**src/rtl/osc_pkg.sv**
```systemverilog
package osc_pkg;

  // fixed-point fraction bits used by the foldback slope
  localparam int unsigned SLOPE_SH = 12;

  typedef enum logic {
    DIR_UP   = 1'b0,
    DIR_DOWN = 1'b1
  } tri_dir_e;

  // integer percent of a value, rounded down
  function automatic longint unsigned pct_of(longint unsigned value, int unsigned pct);
    return (value * longint'(pct)) / 100;
  endfunction

endpackage

```
**src/rtl/osc_foldback.sv**
```systemverilog
module osc_foldback
  import osc_pkg::*;
#(
  parameter int unsigned FB_W       = 10,
  parameter int unsigned WORD_W     = 16,
  parameter int unsigned NOM_WORD   = 1024,
  parameter int unsigned FB_HI_CODE = 524,
  parameter int unsigned FB_LO_CODE = 248,
  parameter int unsigned FLOOR_PCT  = 48
) (
  input  logic              clk,
  input  logic              rst,
  input  logic [FB_W-1:0]   fb_code,
  output logic [WORD_W-1:0] fold_word
);

  localparam longint unsigned FLOOR_WORD = pct_of(longint'(NOM_WORD), FLOOR_PCT);
  localparam longint unsigned SPAN       = longint'(FB_HI_CODE - FB_LO_CODE);
  localparam longint unsigned SLOPE      =
    ((longint'(NOM_WORD) - FLOOR_WORD) << SLOPE_SH) / SPAN;

  logic [FB_W-1:0]   fb_q;
  logic [FB_W-1:0]   deficit;
  logic [63:0]       prod;
  logic [63:0]       drop;
  logic [WORD_W-1:0] fold_n;

  // stage 1: capture the feedback code
  always_ff @(posedge clk) begin
    if (rst) fb_q <= '0;
    else     fb_q <= fb_code;
  end

  // linear segment with a constant multiply, no divider in hardware
  always_comb begin
    deficit = FB_W'(FB_HI_CODE) - fb_q;
    prod    = 64'(deficit) * 64'(SLOPE);
    drop    = prod >> SLOPE_SH;
    if (fb_q >= FB_W'(FB_HI_CODE))
      fold_n = WORD_W'(NOM_WORD);
    else if (fb_q <= FB_W'(FB_LO_CODE))
      fold_n = WORD_W'(FLOOR_WORD);
    else
      fold_n = WORD_W'(NOM_WORD) - WORD_W'(drop);
  end

  // stage 2: folded word
  always_ff @(posedge clk) begin
    if (rst) fold_word <= WORD_W'(NOM_WORD);
    else     fold_word <= fold_n;
  end

  p_fold_range_r4: assert property (@(posedge clk) disable iff (rst)
    (fold_word >= WORD_W'(FLOOR_WORD)) && (fold_word <= WORD_W'(NOM_WORD)))
    else $error("folded word outside floor..nominal");

  p_fold_full_r2: assert property (@(posedge clk) disable iff (rst)
    (fb_q >= FB_W'(FB_HI_CODE)) |=> (fold_word == WORD_W'(NOM_WORD)))
    else $error("regulation-level feedback did not give the nominal word");

endmodule

```
**src/rtl/osc_jitter.sv**
```systemverilog
module osc_jitter
  import osc_pkg::*;
#(
  parameter int unsigned WORD_W  = 16,
  parameter int unsigned TRI_W   = 6,
  parameter int unsigned JIT_NUM = 13,
  parameter int unsigned JIT_SH  = 8,
  parameter int unsigned CLK_HZ  = 100_000_000,
  parameter int unsigned JIT_HZ  = 1000
) (
  input  logic              clk,
  input  logic              rst,
  input  logic [WORD_W-1:0] fold_word,
  output logic [WORD_W-1:0] freq_word
);

  localparam int unsigned TRI_MAX = 2 ** TRI_W;
  localparam int unsigned DIV_RAW = CLK_HZ / (JIT_HZ * 2 * TRI_MAX);
  localparam int unsigned DIV_N   = (DIV_RAW < 1) ? 1 : DIV_RAW;
  localparam int unsigned DIV_W   = $clog2(DIV_N + 1);

  logic [DIV_W-1:0] div_q;
  logic [TRI_W:0]   tri_pos;
  tri_dir_e         dir_q;
  logic             step;

  logic [63:0]       amp;
  logic [63:0]       off_pos;
  logic [63:0]       sum;
  logic [WORD_W-1:0] freq_n;

  assign step = (div_q == DIV_W'(DIV_N - 1));

  // triangle position: 0 .. TRI_MAX .. 0, one step per DIV_N clocks
  always_ff @(posedge clk) begin
    if (rst) begin
      div_q   <= '0;
      tri_pos <= '0;
      dir_q   <= DIR_UP;
    end else if (step) begin
      div_q <= '0;
      if (dir_q == DIR_UP) begin
        if (tri_pos == (TRI_W+1)'(TRI_MAX)) begin
          dir_q   <= DIR_DOWN;
          tri_pos <= (TRI_W+1)'(TRI_MAX - 1);
        end else begin
          tri_pos <= tri_pos + 1'b1;
        end
      end else begin
        if (tri_pos == '0) begin
          dir_q   <= DIR_UP;
          tri_pos <= (TRI_W+1)'(1);
        end else begin
          tri_pos <= tri_pos - 1'b1;
        end
      end
    end else begin
      div_q <= div_q + 1'b1;
    end
  end

  // depth scales with the folded word; centred on it
  always_comb begin
    amp     = (64'(fold_word) * 64'(JIT_NUM)) >> JIT_SH;
    off_pos = (amp * 64'(tri_pos)) >> TRI_W;
    sum     = 64'(fold_word) + off_pos - (amp >> 1);
    freq_n  = WORD_W'(sum);
  end

  // stage 3: output word
  always_ff @(posedge clk) begin
    if (rst) freq_word <= '0;
    else     freq_word <= freq_n;
  end

  p_tri_step_r6: assert property (@(posedge clk) disable iff (rst)
    (tri_pos == $past(tri_pos)) || (tri_pos == $past(tri_pos) + 1'b1) ||
    (tri_pos == $past(tri_pos) - 1'b1))
    else $error("triangle position jumped");

  p_tri_bound_r5: assert property (@(posedge clk) disable iff (rst)
    tri_pos <= (TRI_W+1)'(TRI_MAX))
    else $error("triangle position past its peak");

endmodule

```
**src/rtl/osc_phase.sv**
```systemverilog
module osc_phase #(
  parameter int unsigned ACC_W    = 16,
  parameter int unsigned DUTY_PCT = 65
) (
  input  logic             clk,
  input  logic             rst,
  input  logic [ACC_W-1:0] word,
  output logic             cyc_start,
  output logic             max_duty
);

  localparam longint unsigned FULL   = 64'd1 << ACC_W;
  localparam longint unsigned DMAX   = (FULL * longint'(DUTY_PCT)) / 100;
  localparam longint unsigned HALF   = FULL >> 1;

  logic [ACC_W-1:0] acc_q;
  logic [ACC_W:0]   acc_sum;

  assign acc_sum = {1'b0, acc_q} + {1'b0, word};

  always_ff @(posedge clk) begin
    if (rst) begin
      acc_q     <= '0;
      cyc_start <= 1'b0;
      max_duty  <= 1'b0;
    end else begin
      acc_q     <= acc_sum[ACC_W-1:0];
      cyc_start <= acc_sum[ACC_W];
      max_duty  <= (64'(acc_sum[ACC_W-1:0]) < DMAX);
    end
  end

  p_pulse_narrow_r8: assert property (@(posedge clk) disable iff (rst)
    (cyc_start && (64'(word) < HALF)) |=> !cyc_start)
    else $error("cycle-start pulse wider than one clock");

  p_duty_at_start_r9: assert property (@(posedge clk) disable iff (rst)
    (cyc_start && (64'($past(word)) < DMAX)) |-> max_duty)
    else $error("duty window low at cycle start");

endmodule

```
**src/rtl/jitter_osc.sv**
```systemverilog
module jitter_osc #(
  parameter int unsigned ACC_W      = 16,
  parameter int unsigned FB_W       = 10,
  parameter int unsigned NOM_WORD   = 1024,
  parameter int unsigned FB_HI_CODE = 524,
  parameter int unsigned FB_LO_CODE = 248,
  parameter int unsigned FLOOR_PCT  = 48,
  parameter int unsigned JIT_NUM    = 13,
  parameter int unsigned JIT_SH     = 8,
  parameter int unsigned TRI_W      = 6,
  parameter int unsigned CLK_HZ     = 100_000_000,
  parameter int unsigned JIT_HZ     = 1000,
  parameter int unsigned DUTY_PCT   = 65
) (
  input  logic             clk,
  input  logic             rst,
  input  logic [FB_W-1:0]  fb_code,
  output logic             cyc_start,
  output logic             max_duty,
  output logic [ACC_W-1:0] freq_word
);

  logic [ACC_W-1:0] fold_word;

  osc_foldback #(
    .FB_W       (FB_W),
    .WORD_W     (ACC_W),
    .NOM_WORD   (NOM_WORD),
    .FB_HI_CODE (FB_HI_CODE),
    .FB_LO_CODE (FB_LO_CODE),
    .FLOOR_PCT  (FLOOR_PCT)
  ) u_fold (
    .clk       (clk),
    .rst       (rst),
    .fb_code   (fb_code),
    .fold_word (fold_word)
  );

  osc_jitter #(
    .WORD_W  (ACC_W),
    .TRI_W   (TRI_W),
    .JIT_NUM (JIT_NUM),
    .JIT_SH  (JIT_SH),
    .CLK_HZ  (CLK_HZ),
    .JIT_HZ  (JIT_HZ)
  ) u_jit (
    .clk       (clk),
    .rst       (rst),
    .fold_word (fold_word),
    .freq_word (freq_word)
  );

  osc_phase #(
    .ACC_W    (ACC_W),
    .DUTY_PCT (DUTY_PCT)
  ) u_phase (
    .clk       (clk),
    .rst       (rst),
    .word      (freq_word),
    .cyc_start (cyc_start),
    .max_duty  (max_duty)
  );

  p_reset_clear_r1: assert property (@(posedge clk)
    $past(rst) |-> (freq_word == '0) && !cyc_start && !max_duty)
    else $error("outputs not cleared by reset");

endmodule

```
**config.mk**
```make
export PLATFORM = sky130hd
export DESIGN_NAME = jitter_osc
export DESIGN_NICKNAME = d
export VERILOG_FILES = /design/src/rtl/osc_pkg.sv /design/src/rtl/osc_foldback.sv /design/src/rtl/osc_jitter.sv /design/src/rtl/osc_phase.sv /design/src/rtl/jitter_osc.sv
export SDC_FILE = /design/constraint.sdc
export NUM_CORES = 1
export LEC_CHECK = 0
export ABC_AREA = 1
export BUFFER_PORTS_ARGS = -buffer_cell sky130_fd_sc_hd__buf_2
export CAP_MARGIN = 20
export CORE_ASPECT_RATIO = 0.5
export CORE_UTILIZATION = 44
export DETAILED_ROUTE_END_ITERATION = 12
export GPL_TIMING_DRIVEN = 0
export PLACE_DENSITY = 0.65
export SLEW_MARGIN = 10
export SYNTH_ARGS = -nofsm -noshare
export SYNTH_HDL_FRONTEND = slang
export SYNTH_SLANG_ARGS = --single-unit
```
**constraint.sdc**
```tcl
create_clock -name clk -period 13.9 [get_ports clk]
set_clock_uncertainty 0.15 [all_clocks]
set_input_delay 1.39 -clock clk [delete_from_list [all_inputs] [get_ports clk]]
set_output_delay 1.39 -clock clk [all_outputs]
set_load 0.005 [all_outputs]
```
==> summary.md, run 1 <==
| Metric | Value |
|---|---|
| Share of the synthesized area in the top cell type | 19.6% |
| Number of warnings printed during yosys synthesis | 0 |
| Post-Route WL | 25500 um |
| Post-CTS sizing | 0 |
| Part of the Yosys area used for sequential elements | about an eighth |
| Global-route usage over all layers | 20.2% |
| Layout cell share with drive strength beyond 1 | 5.24% |
| Most area-consuming cells after synthesis | sky130_fd_sc_hd__ha_1 20%, sky130_fd_sc_hd__fa_1 17%, sky130_fd_sc_hd__dfxtp_1 13% |
| Synthesized net count | 1883 |
| Placement Setup Slack | approximately 4700 ps |
| Remaining number of nets flagged by the antenna check after routing | 0 |
| Minimum clock period | 9220 ps |
| Wire length per cell | 12.8 um |
| Count of hold-fix buffers inserted at cts | 0 |
| CTS root buf | sky130_fd_sc_hd__clkbuf_16 |
| Share of the synthesized area in compound gates (AO/OA/AOI/OAI) | between 10% and 20% |
| Vias post-DR | 9661 |
| Number of flip-flops and latches in the synthesized netlist | 74 |
| Critical Path End Type | flop |
| Core Region | 25200 um2 |
| Die X | 229 um |
| Count of final max-slew check failures | 0 |
| Async S/R FF share, synth | 0% |
| Commonest non-fill, non-tap cell in the layout | sky130_fd_sc_hd__inv_1 |
| Clk slew on worst S/H paths | 60 ps |
| Starting density of the core | 44.9% |
| Max transition margin | 38.4% |
| Sum Neg Setup Slack | 0 ps |
| Adder and majority cell fraction of the synthesized area | between 30% and 40% |
| Basic-gate share of the synthesized area counting and, or, nand and nor cells | 24.5% |
| Die Outline Area | 26500 um2 |
| Number of instances in the synthesized netlist | 1598 |
| Worst Setup Start Kind | flop |
| Port Buffers | 29 |
| Antenna violations before repair | 0 |
| Main synth FF type | sky130_fd_sc_hd__dfxtp_1 |
| Multiplexer share of the synthesized area | 0% |
| Final nets | 1923 |
| Run status | finished clean |
| Main combinational cell family by area after synthesis | adder cells |
| Ratio of final minimum period to clock period | 66.4% |
| Count of different cell masters after synthesis | between 50 and 60 |
| Via density per instance | 4.86 |
| Least setup slack across all paths after layout | 4680 ps |
| Unrepaired setup endpoints after global routing | no |
| DP Wirelength | 22000 um |
| Number of synthesized flops with an enable pin | 0 |
| Inserted Clock Buffers | 9 |
| Fraction of synthesized cell area in xor and xnor cells | 4.39% |
| Final cell count without fillers | a little under 2000 |
| Worst-skew pair later-pin latency | 340 ps |
| Worst setup path category | flop to flop |
| Final setup violation count | 0 |
| Post-CTS Setup Repair Bufs | 0 |
| Least-Margin Pin Slew | 916 ps |
| Placed cell areas | 11900 um2 |
| Grt total ovfl | 0 |
| CTS tree | built |
| Cell Count Post-Placement | 1971 |
| Height of the chip | 116 um |
| Slowest Stage Delay on Critical Path | 540 ps |
| Endpoint required time on the critical path | 13990 ps |
| Vias in the first global route | 9008 |
| Final standard cell area without fillers | 12200 um2 |
| Final Hold Vio Count | 0 |
| Largest net degree at the start of global routing | 13 |
| Final estimated routing congestion in global placement | 0.919 |
| Leading area contributor after synthesis | sky130_fd_sc_hd__ha_1 |
| Buffer levels on the longest clock path | 2 |
| Number of inserted diodes | 0 |
| First-pass GRT wire length | roughly 44000 um |
| Slowest CP cell | sky130_fd_sc_hd__fa_1 |
| Max-cap violation count | 0 |
| Filler Cell Count | around 2600 |
| Number of iterations in the first detailed-routing pass | 11 |
| Number of rows in the core area | 41 |
| Critical path peak fanout | 8 |
| Synthesized area divided by synthesized cell count | ~7.1 um2 |
| Relative area change from synthesis to final layout | 7.46% |
| Most frequent cell on the critical path | sky130_fd_sc_hd__inv_1 |
| Most frequent cells in the layout | 324 x sky130_fd_sc_hd__inv_1, 297 x sky130_fd_sc_hd__nand2_1, 192 x sky130_fd_sc_hd__nor2_1 |
| TritonCTS Sinks | 74 |
| Hold Path Class | flop to flop |
| Timing-limited maximum frequency | 0.108 GHz |
| Critical path arrival | between 9000 and 10000 ps |
| Netlist Area Pre-Place | 11300 um2 |
| # H-tree levels | 3 |
| Remaining DRCs | 0 |
| Count of boundary I/O pins | 30 |
| Iteration-0 DRC count of the detailed router | 581 |
==> final timing paths <==
path	endpoint	from	cells after the start	slack, ps
worst min-delay path	u_jit.div_q[0]	u_jit.div_q[0]	1	320
worst max-delay path	u_jit.freq_word[11]	u_fold.fold_word[5]	49	4680
worst max register to register	u_jit.freq_word[11]	u_fold.fold_word[5]	49	4680
worst min register to register	u_jit.div_q[0]	u_jit.div_q[0]	1	320
==> cell families after synthesis <==
| logic type | Yosys count |
|---|---|
| AND/OR/NAND/NOR | 653 |
| buffers and inverters | 346 |
| adder cells (fa/ha/maj) | 273 |
| AO/OA/AOI/OAI | 199 |
| flip-flops | 74 |
| XOR/XNOR | 53 |
==> synthesized netlist by cell type (4+ instances only) <==
master / n
sky130_fd_sc_hd__o21bai_1: 5
sky130_fd_sc_hd__clkbuf_1: 10
sky130_fd_sc_hd__inv_1: 324
sky130_fd_sc_hd__nand2_2: 10
sky130_fd_sc_hd__nand4_1: 22
sky130_fd_sc_hd__o21ai_1: 5
sky130_fd_sc_hd__fa_1: 95
sky130_fd_sc_hd__nor3_1: 14
sky130_fd_sc_hd__xor2_1: 35
sky130_fd_sc_hd__nor2_2: 5
sky130_fd_sc_hd__o211ai_1: 8
sky130_fd_sc_hd__nand3b_1: 6
sky130_fd_sc_hd__ha_1: 178
sky130_fd_sc_hd__o21ai_0: 55
sky130_fd_sc_hd__dfxtp_1: 74
sky130_fd_sc_hd__nor4_1: 6
sky130_fd_sc_hd__nand2_1: 297
sky130_fd_sc_hd__xnor2_1: 15
sky130_fd_sc_hd__a21o_1: 6
sky130_fd_sc_hd__o21a_1: 7
sky130_fd_sc_hd__nor2_1: 192
sky130_fd_sc_hd__a21oi_1: 86
sky130_fd_sc_hd__a31oi_1: 10
sky130_fd_sc_hd__nor3b_1: 4
sky130_fd_sc_hd__nand3_1: 83
==> critical path: cells and delay by family (launching register included) <==
| family | cells | cell delay (ps) |
|---|---|---|
| fa+ha+maj | 10 | 4200 |
| simple gates | 21 | 1910 |
| compound gates | 7 | 1260 |
| xor+xnor | 3 | 780 |
| buf+inv | 8 | 430 |
| flops | 1 | 370 |
==> layer usage <==
metal  wire [um]  vias up  track usage [%]
met3         749       15             2.78
met2       11100      142             33.3
met1       13400     4364             28.7
met4         214        0             3.60
li1            -     5140                -
met5           0        -                0
==> state kept, by name, indices dropped and copies added (netlist names) <==
name and flops:
u_fold.fb_q 10, u_jit.dir_q 1, u_jit.div_q 10, u_jit.tri_pos 7
u_fold.fold_word 12, u_jit.freq_word 16, u_phase.cyc_start 1, u_phase.acc_q 16
u_phase.max_duty 1
==> final cells by class <==
class                      count  area [um2]  area share [%]
clock inverter                 5        31.3           0.257
multi-input combinational   1178        8550            70.1
sequential                    74        1480            12.2
tap                          344         430            3.53
inverter                     331        1250            10.2
buffer                        15        68.8           0.565
timing repair buffer          29         145            1.19
clock buffer                  10         239            1.96
==> per-stage QoR <==
step	hold WS, ps	utilization (%)
4_1_cts	321	48.3
6_report	316	48.3
5_1_grt	354	48.3
3_5_place_dp	308	47.2
2_1_floorplan	280	-
3_3_place_gp	298	47.2
Power of run 1 is left out: the tool's default activity adds up to more than one toggle a clock period on the data nets, which glitch-free logic cannot reach.
==> run 2, diff against run 1 <==
--- a/config.mk
+++ b/config.mk
@@ -5,7 +5,7 @@
 export SDC_FILE = /design/constraint.sdc
 export NUM_CORES = 1
 export LEC_CHECK = 0
-export ABC_AREA = 1
+export ABC_AREA = 0
 export BUFFER_PORTS_ARGS = -buffer_cell sky130_fd_sc_hd__buf_2
 export CAP_MARGIN = 20
 export CORE_ASPECT_RATIO = 0.5
==> constraint.sdc (replaced) <==
create_clock -name clk -period 9 [get_ports clk]
set_clock_uncertainty 0.15 [all_clocks]
set_input_delay 0.9 -clock clk [delete_from_list [all_inputs] [get_ports clk]]
set_output_delay 0.9 -clock clk [all_outputs]
set_load 0.005 [all_outputs]
==> summary.md, run 2 <==
| Metric | Value |
|---|---|
| Max transition margin | 44.8% (was 38.4%) |
| Via density per instance | 5.17 (was 4.86) |
| Synthesized area divided by synthesized cell count | 8.67 um2 (was 7.10 um2) |
| Sequential cell area | 1490 um2 (was 1480 um2) |
| Vias in the first global route | 8021 (was 9008) |
| Slowest CP cell | sky130_fd_sc_hd__fa_1 (unchanged) |
| Grt total ovfl | 0 (unchanged) |
| Cell depth of the worst flop-to-flop path | 43 (was 49) |
| Commonest non-fill, non-tap cell in the layout | sky130_fd_sc_hd__inv_1 (unchanged) |
| Top Family by Delay on Critical Path | adder cells (unchanged) |
| Worst R2R Start | u_fold.fold_word[2] (was u_fold.fold_word[5]) |
| Worst-skew pair later-pin latency | 350 ps (was 340 ps) |
| Filler Cell Count | 2055 (was 2585) |
| Relative area change from synthesis to final layout | 17.7% (was 7.46%) |
| Hold path cells | 2 (was 1) |
| Count of boundary I/O pins | 30 (unchanged) |
| Post-Route WL | 23200 um (was 25500 um) |
| Number of iterations in the first detailed-routing pass | 8 (was 11) |
| Ratio of final minimum period to clock period | 104% (was 66.4%) |
| Worst reg2reg setup slack | -340 ps (was 4680 ps) |
| Die X | 218 um (was 229 um) |
| Height of the chip | 110 um (was 116 um) |
| Most frequent cell on the critical path | sky130_fd_sc_hd__fa_1 (was sky130_fd_sc_hd__inv_1) |
| Regs by FF count | u_jit.freq_word: 16 flops, u_phase.acc_q: 16 flops, u_fold.fold_word: 12 flops (unchanged) |
| Count of different cell masters after synthesis | 75 (was 51) |
| Max-cap violation count | 0 (unchanged) |
| Largest net degree at the start of global routing | 15 (was 13) |
| Core Region | 22800 um2 (was 25200 um2) |
| Port Buffers | 29 (unchanged) |
| Hold Path Class | flop to flop (unchanged) |
| Minimum clock period | 9340 ps (was 9220 ps) |
| Final estimated routing congestion in global placement | 0.890 (was 0.919) |
| CTS root buf | sky130_fd_sc_hd__clkbuf_16 (unchanged) |
| Netlist Area Pre-Place | 10300 um2 (was 11300 um2) |
| Multi-input combinational cell area | 8500 um2 (was 8550 um2) |
| CTS tree | built (unchanged) |
| Worst setup path category | flop to flop (unchanged) |
| Remaining number of nets flagged by the antenna check after routing | 0 (unchanged) |
| Number of instances in the synthesized netlist | 1183 (was 1598) |
| Critical path arrival | 9400 ps (was 9310 ps) |
| Critical Path End Type | flop (unchanged) |
| Hold Crit Endpoint | u_jit.div_q[3] (was u_jit.div_q[0]) |
| Final nets | 1549 (was 1923) |
| Share of the synthesized area in the top cell type | 21.7% (was 19.6%) |
| Wire length per cell | 14.7 um (was 12.8 um) |
| # H-tree levels | 3 (unchanged) |
| Cell with the most instances after synthesis | sky130_fd_sc_hd__inv_1 (unchanged) |
| Buffer levels on the longest clock path | 2 (unchanged) |
| Worst min-delay path startpoint | u_jit.div_q[3] (was u_jit.div_q[0]) |
| DP Wirelength | 18400 um (was 22000 um) |
| Final setup violation count | 6 (was 0) |
| Failing checks | negative setup slack |
| Count of final max-slew check failures | 0 (unchanged) |
| Reg2reg end | u_jit.freq_word[14] (was u_jit.freq_word[11]) |
| Unrepaired setup endpoints after global routing | yes (was no) |
| Die Outline Area | 24000 um2 (was 26500 um2) |
| Most frequent cells after synthesis | 210 x sky130_fd_sc_hd__inv_1, 178 x sky130_fd_sc_hd__ha_1, 95 x sky130_fd_sc_hd__fa_1, 95 x sky130_fd_sc_hd__nor2_1, 74 x sky130_fd_sc_hd__dfxtp_1 (was 324 x sky130_fd_sc_hd__inv_1, 297 x sky130_fd_sc_hd__nand2_1, 192 x sky130_fd_sc_hd__nor2_1, 178 x sky130_fd_sc_hd__ha_1, 95 x sky130_fd_sc_hd__fa_1) |
| Number of warnings printed during yosys synthesis | 0 (unchanged) |
| First-pass GRT wire length | 38000 um (was 43700 um) |
| TritonCTS Sinks | 74 (unchanged) |
| Most frequent cells in the layout | 201 x sky130_fd_sc_hd__inv_1, 163 x sky130_fd_sc_hd__ha_1, 95 x sky130_fd_sc_hd__fa_1 (was 324 x sky130_fd_sc_hd__inv_1, 297 x sky130_fd_sc_hd__nand2_1, 192 x sky130_fd_sc_hd__nor2_1) |
| Endpoint required time on the critical path | 9060 ps (was 13990 ps) |
| Iteration-0 DRC count of the detailed router | 421 (was 581) |
| Least-Margin Pin Slew | 828 ps (was 916 ps) |
| Antenna violations before repair | 0 (unchanged) |
| Main synth FF type | sky130_fd_sc_hd__dfxtp_1 (unchanged) |
| Post-layout utilization of the core | 52.9% (was 48.3%) |
| Number of rows in the core area | 39 (was 41) |
| Layout cell share with drive strength beyond 1 | 16.1% (was 5.24%) |
| Crit path buf inv count | 6 (was 8) |
| Number of inserted diodes | 0 (unchanged) |
| Clk slew on worst S/H paths | 60 ps (about the same) |
| Slowest Stage Delay on Critical Path | 510 ps (was 540 ps) |
| Remaining DRCs | 0 (unchanged) |
| Global-route usage over all layers | 20.1% (was 20.2%) |
| Async S/R FF share, synth | 0% (unchanged) |
| Number of synthesized flops with an enable pin | 0 (unchanged) |
| Timing-limited maximum frequency | 0.107 GHz (was 0.108 GHz) |
| Final Hold Vio Count | 0 (unchanged) |
| Most area-consuming cells after synthesis | sky130_fd_sc_hd__ha_1 22%, sky130_fd_sc_hd__fa_1 19%, sky130_fd_sc_hd__dfxtp_1 14% (was sky130_fd_sc_hd__ha_1 20%, sky130_fd_sc_hd__fa_1 17%, sky130_fd_sc_hd__dfxtp_1 13%) |
| Leading area contributor after synthesis | sky130_fd_sc_hd__ha_1 (unchanged) |
| Worst Setup Start Kind | flop (unchanged) |
| Synthesized net count | 1468 (was 1883) |
| Count of hold-fix buffers inserted at cts | 0 (unchanged) |
| Inserted Clock Buffers | 9 (unchanged) |
| Number of flip-flops and latches in the synthesized netlist | 74 (unchanged) |
| Critical path peak fanout | 4 (was 8) |
| Least setup slack across all paths after layout | -337 ps (was 4680 ps) |
| Part of the Yosys area used for sequential elements | 14.4% (was 13.1%) |
| Starting density of the core | 44.9% (about the same) |
| Vias post-DR | 8143 (was 9661) |
| Run status | finished with violations (was finished clean) |
==> run 2: metal layers <==
| layer | wire, um | vias to the layer above | part of all wire [%] | track usage [%] |
|---|---|---|---|---|
| met2 | 11200 | 149 | 48 | 35.4 |
| met1 | 10700 | 3905 | 46 | 25.4 |
| li1 | - | 4058 | - | - |
| met4 | 423 | 0 | 1.8 | 5.94 |
| met3 | 846 | 31 | 3.6 | 3.51 |
| met5 | 0 | - | 0 | 0 |
==> run 2: kinds of logic after synthesis <==
logic type / share of synthesized area (%)
XOR/XNOR: 7.77
adder cells (fa/ha/maj): 40.2
AND/OR/NAND/NOR: 15.8
buffers and inverters: 8.61
multiplexers: 0.610
flip-flops: 14.4
AO/OA/AOI/OAI: 12.5
==> run 2: repair_timing <==
item	4_1_cts	5_1_grt
pin swaps	44	29
resized for setup	62	46
setup endpoints to repair	12	11
setup buffers	33	7
==> run 2: worst max-delay path by stage <==
stage | start | to | depth (start not counted)
finish | u_fold.fold_word[2] | u_jit.freq_word[14] | 43
global route | u_fold.fold_word[2] | u_jit.freq_word[14] | 44
CTS | u_fold.fold_word[2] | u_jit.freq_word[14] | 42
detailed placement | u_fold.fold_word[11] | u_jit.freq_word[14] | 38
global placement | u_fold.fold_word[11] | u_jit.freq_word[14] | 38
floorplan | u_fold.fold_word[2] | u_jit.freq_word[14] | 41
==> run 2: worst reg2reg max path, delay by kind of cell (launching register included) <==
kind,cells,cell delay [ps]
buffers and inverters,6,490
and+or+nand+nor,10,1490
xor gates and xnor gates,3,580
AOI/OAI and AO/OA,14,2540
DFF,1,360
adders and majority gates,10,3600
==> run 2: metrics by stage <==
step	worst slack [ps]	area, um2	setup TNS (ps)	hold WS (ps)	cells
global route	-812	12100	-4190	412	1576
floorplan	13.4	10400	0	311	1183
CTS	-400	11800	-1740	381	1569
global placement	-1160	10900	-8090	336	1519
detailed placement	-1240	10900	-8980	367	1520
finish	-337	12100	-1580	384	1576
==> run 2: layout make-up <==
type / instances / area share [%]
plain buffers: 22 / 0.787
clock buffers: 10 / 1.98
clock inverters: 6 / 0.808
inverters: 211 / 6.58
multi-input cells: 876 / 70.4
flip-flops and latches: 74 / 12.4
well taps: 307 / 3.18
repair buffers: 70 / 3.88
Power of run 2 is left out for the same reason.
==> run 3, diff against run 2 <==
--- a/config.mk
+++ b/config.mk
@@ -8,12 +8,12 @@
 export ABC_AREA = 0
 export BUFFER_PORTS_ARGS = -buffer_cell sky130_fd_sc_hd__buf_2
 export CAP_MARGIN = 20
-export CORE_ASPECT_RATIO = 0.5
+export CORE_ASPECT_RATIO = 0.6
 export CORE_UTILIZATION = 44
 export DETAILED_ROUTE_END_ITERATION = 12
 export GPL_TIMING_DRIVEN = 0
 export PLACE_DENSITY = 0.65
-export SLEW_MARGIN = 10
+export SLEW_MARGIN = 20
 export SYNTH_ARGS = -nofsm -noshare
 export SYNTH_HDL_FRONTEND = slang
 export SYNTH_SLANG_ARGS = --single-unit
==> constraint.sdc (replaced) <==
create_clock -name clk -period 9.3 [get_ports clk]
set_clock_uncertainty 0.15 [all_clocks]
set_input_delay 0.93 -clock clk [delete_from_list [all_inputs] [get_ports clk]]
set_output_delay 0.93 -clock clk [all_outputs]
set_load 0.005 [all_outputs]
==> summary.md, run 3 (synthesis results as in run 2) <==
| Metric | Value |
|---|---|
| First-pass GRT wire length | 40100 um (was 38000 um) |
| CTS tree | built (unchanged) |
| Timing-limited maximum frequency | 0.105 GHz (was 0.107 GHz) |
| Final nets | 1557 (was 1549) |
| Vias post-DR | 8236 (was 8143) |
| Final setup violation count | 5 (was 6) |
| Global-route usage over all layers | 21.5% (was 20.1%) |
| Iteration-0 DRC count of the detailed router | 596 (was 421) |
| Max-cap violation count | 0 (unchanged) |
| Worst setup path category | flop to flop (unchanged) |
| Remaining number of nets flagged by the antenna check after routing | 0 (unchanged) |
| Worst Setup Start Kind | flop (unchanged) |
| Cell Count Post-Placement | 1521 (was 1520) |
| Minimum clock period | 9480 ps (was 9340 ps) |
| Critical path peak fanout | 4 (unchanged) |
| Wire length per cell | 15.8 um (was 14.7 um) |
| DP Wirelength | 19500 um (was 18400 um) |
| Most frequent cells in the layout | 197 x sky130_fd_sc_hd__inv_1, 165 x sky130_fd_sc_hd__ha_1, 93 x sky130_fd_sc_hd__fa_1 (was 201 x sky130_fd_sc_hd__inv_1, 163 x sky130_fd_sc_hd__ha_1, 95 x sky130_fd_sc_hd__fa_1) |
| Unrepaired setup endpoints after global routing | yes (unchanged) |
| Vias in the first global route | 7616 (was 8021) |
| Inserted Clock Buffers | 9 (unchanged) |
| Least setup slack across all paths after layout | -184 ps (was -337 ps) |
| Port Buffers | 29 (unchanged) |
| Run status | finished with violations (unchanged) |
| Hold Path Class | flop to flop (unchanged) |
| Ratio of final minimum period to clock period | 102% (was 104%) |
| Layout cell share with drive strength beyond 1 | 16.5% (was 16.1%) |
| Commonest non-fill, non-tap cell in the layout | sky130_fd_sc_hd__inv_1 (unchanged) |
| Endpoint required time on the critical path | 9360 ps (was 9060 ps) |
| Die X | 199 um (was 218 um) |
| Critical Path End Type | flop (unchanged) |
| Worst-skew pair later-pin latency | 350 ps (about the same) |
| Final estimated routing congestion in global placement | 0.903 (was 0.890) |
| CTS root buf | sky130_fd_sc_hd__clkbuf_16 (unchanged) |
| Number of iterations in the first detailed-routing pass | 5 (was 8) |
| Final cell count without fillers | 1585 (was 1576) |
| Count of hold-fix buffers inserted at cts | 0 (unchanged) |
| Regs by FF count | u_jit.freq_word: 16 flops, u_phase.acc_q: 16 flops, u_fold.fold_word: 12 flops (unchanged) |
| Relative area change from synthesis to final layout | 17.4% (was 17.7%) |
| Grt total ovfl | 0 (unchanged) |
| Core Region | 22400 um2 (was 22800 um2) |
| Failing checks | negative setup slack (unchanged) |
| Number of rows in the core area | 42 (was 39) |
| Via density per instance | 5.20 (was 5.17) |
| Final Hold Vio Count | 0 (unchanged) |
| Count of boundary I/O pins | 30 (unchanged) |
| Slowest Stage Delay on Critical Path | 580 ps (was 510 ps) |
| Critical path arrival | 9540 ps (was 9400 ps) |
| Buffer levels on the longest clock path | 2 (unchanged) |
| Starting density of the core | 45.7% (was 44.9%) |
| Slowest CP cell | sky130_fd_sc_hd__fa_1 (unchanged) |
| Least-Margin Pin Slew | 907 ps (was 828 ps) |
| Count of final max-slew check failures | 0 (unchanged) |
| Clk slew on worst S/H paths | 60 ps (about the same) |
| Antenna violations before repair | 0 (unchanged) |
| TritonCTS Sinks | 74 (unchanged) |
| # H-tree levels | 3 (unchanged) |
| Max transition margin | 39.5% (was 44.8%) |
| Height of the chip | 120 um (was 110 um) |
| Die Outline Area | 24000 um2 (about the same) |
| Post-Route WL | 25100 um (was 23200 um) |
| Largest net degree at the start of global routing | 13 (was 15) |
| Filler Cell Count | 2036 (was 2055) |
| Remaining DRCs | 0 (unchanged) |
run 3: timing repair:
action,4_1_cts,5_1_grt
hold endpoints to repair,0,0
gates cloned,0,0
pin swaps,51,70
setup endpoints to repair,12,7
buffers inserted,36,14
resized for setup,69,52
run 3: per-layer routing:
metal | vias to the layer above | GRT usage (%) | part of all wire [%]
met5 | - | 0 | 0
met4 | 0 | 3.46 | 0.97
met3 | 23 | 3.93 | 5.9
met2 | 215 | 27.5 | 38
met1 | 3915 | 36.0 | 55
li1 | 4083 | - | -
run 3: final timing paths:
path	startpoint	to	slack [ps]	depth (start not counted)
worst max-delay path	u_fold.fold_word[2]	u_jit.freq_word[14]	-180	45
worst max register to register	u_fold.fold_word[2]	u_jit.freq_word[14]	-180	45
worst min-delay path	u_jit.div_q[3]	u_jit.div_q[3]	360	2
worst min register to register	u_jit.div_q[3]	u_jit.div_q[3]	360	2
run 3: worst max-delay path, delay by kind of cell (launching register included):
family,cells,cell delay [ps]
xor+xnor,3,480
simple gates,11,1570
flops,1,360
compound gates,14,2690
fa+ha+maj,10,3530
buf+inv,7,530
run 3: stage by stage:
| step | utilization (%) | setup TNS, ps | cell area (um2) | hold WS [ps] | worst slack, ps |
|---|---|---|---|---|---|
| after global placement | 48.2 | -9030 | 10800 | 338 | -1350 |
| after global routing | 53.7 | -2330 | 12000 | 420 | -567 |
| after floorplan | - | 0 | 10300 | 311 | 13.3 |
| after detailed placement | 48.2 | -8850 | 10800 | 352 | -1310 |
| after CTS | 52.3 | -245 | 11700 | 366 | -94.3 |
| final | 53.7 | -498 | 12100 | 361 | -184 |
run 3: area by class of cell:
cell class,count,area [um2],area share [%]
Multi-Input combinational cell,876,8410,69.8
Sequential cell,74,1500,12.4
Inverter,211,797,6.61
Timing Repair Buffer,78,524,4.35
Tap cell,308,385,3.20
Clock buffer,10,239,1.98
Clock inverter,5,103,0.851
Buffer,22,95.1,0.789
Antenna cell,1,2.50,0.0208
Power of run 3 is left out for the same reason.
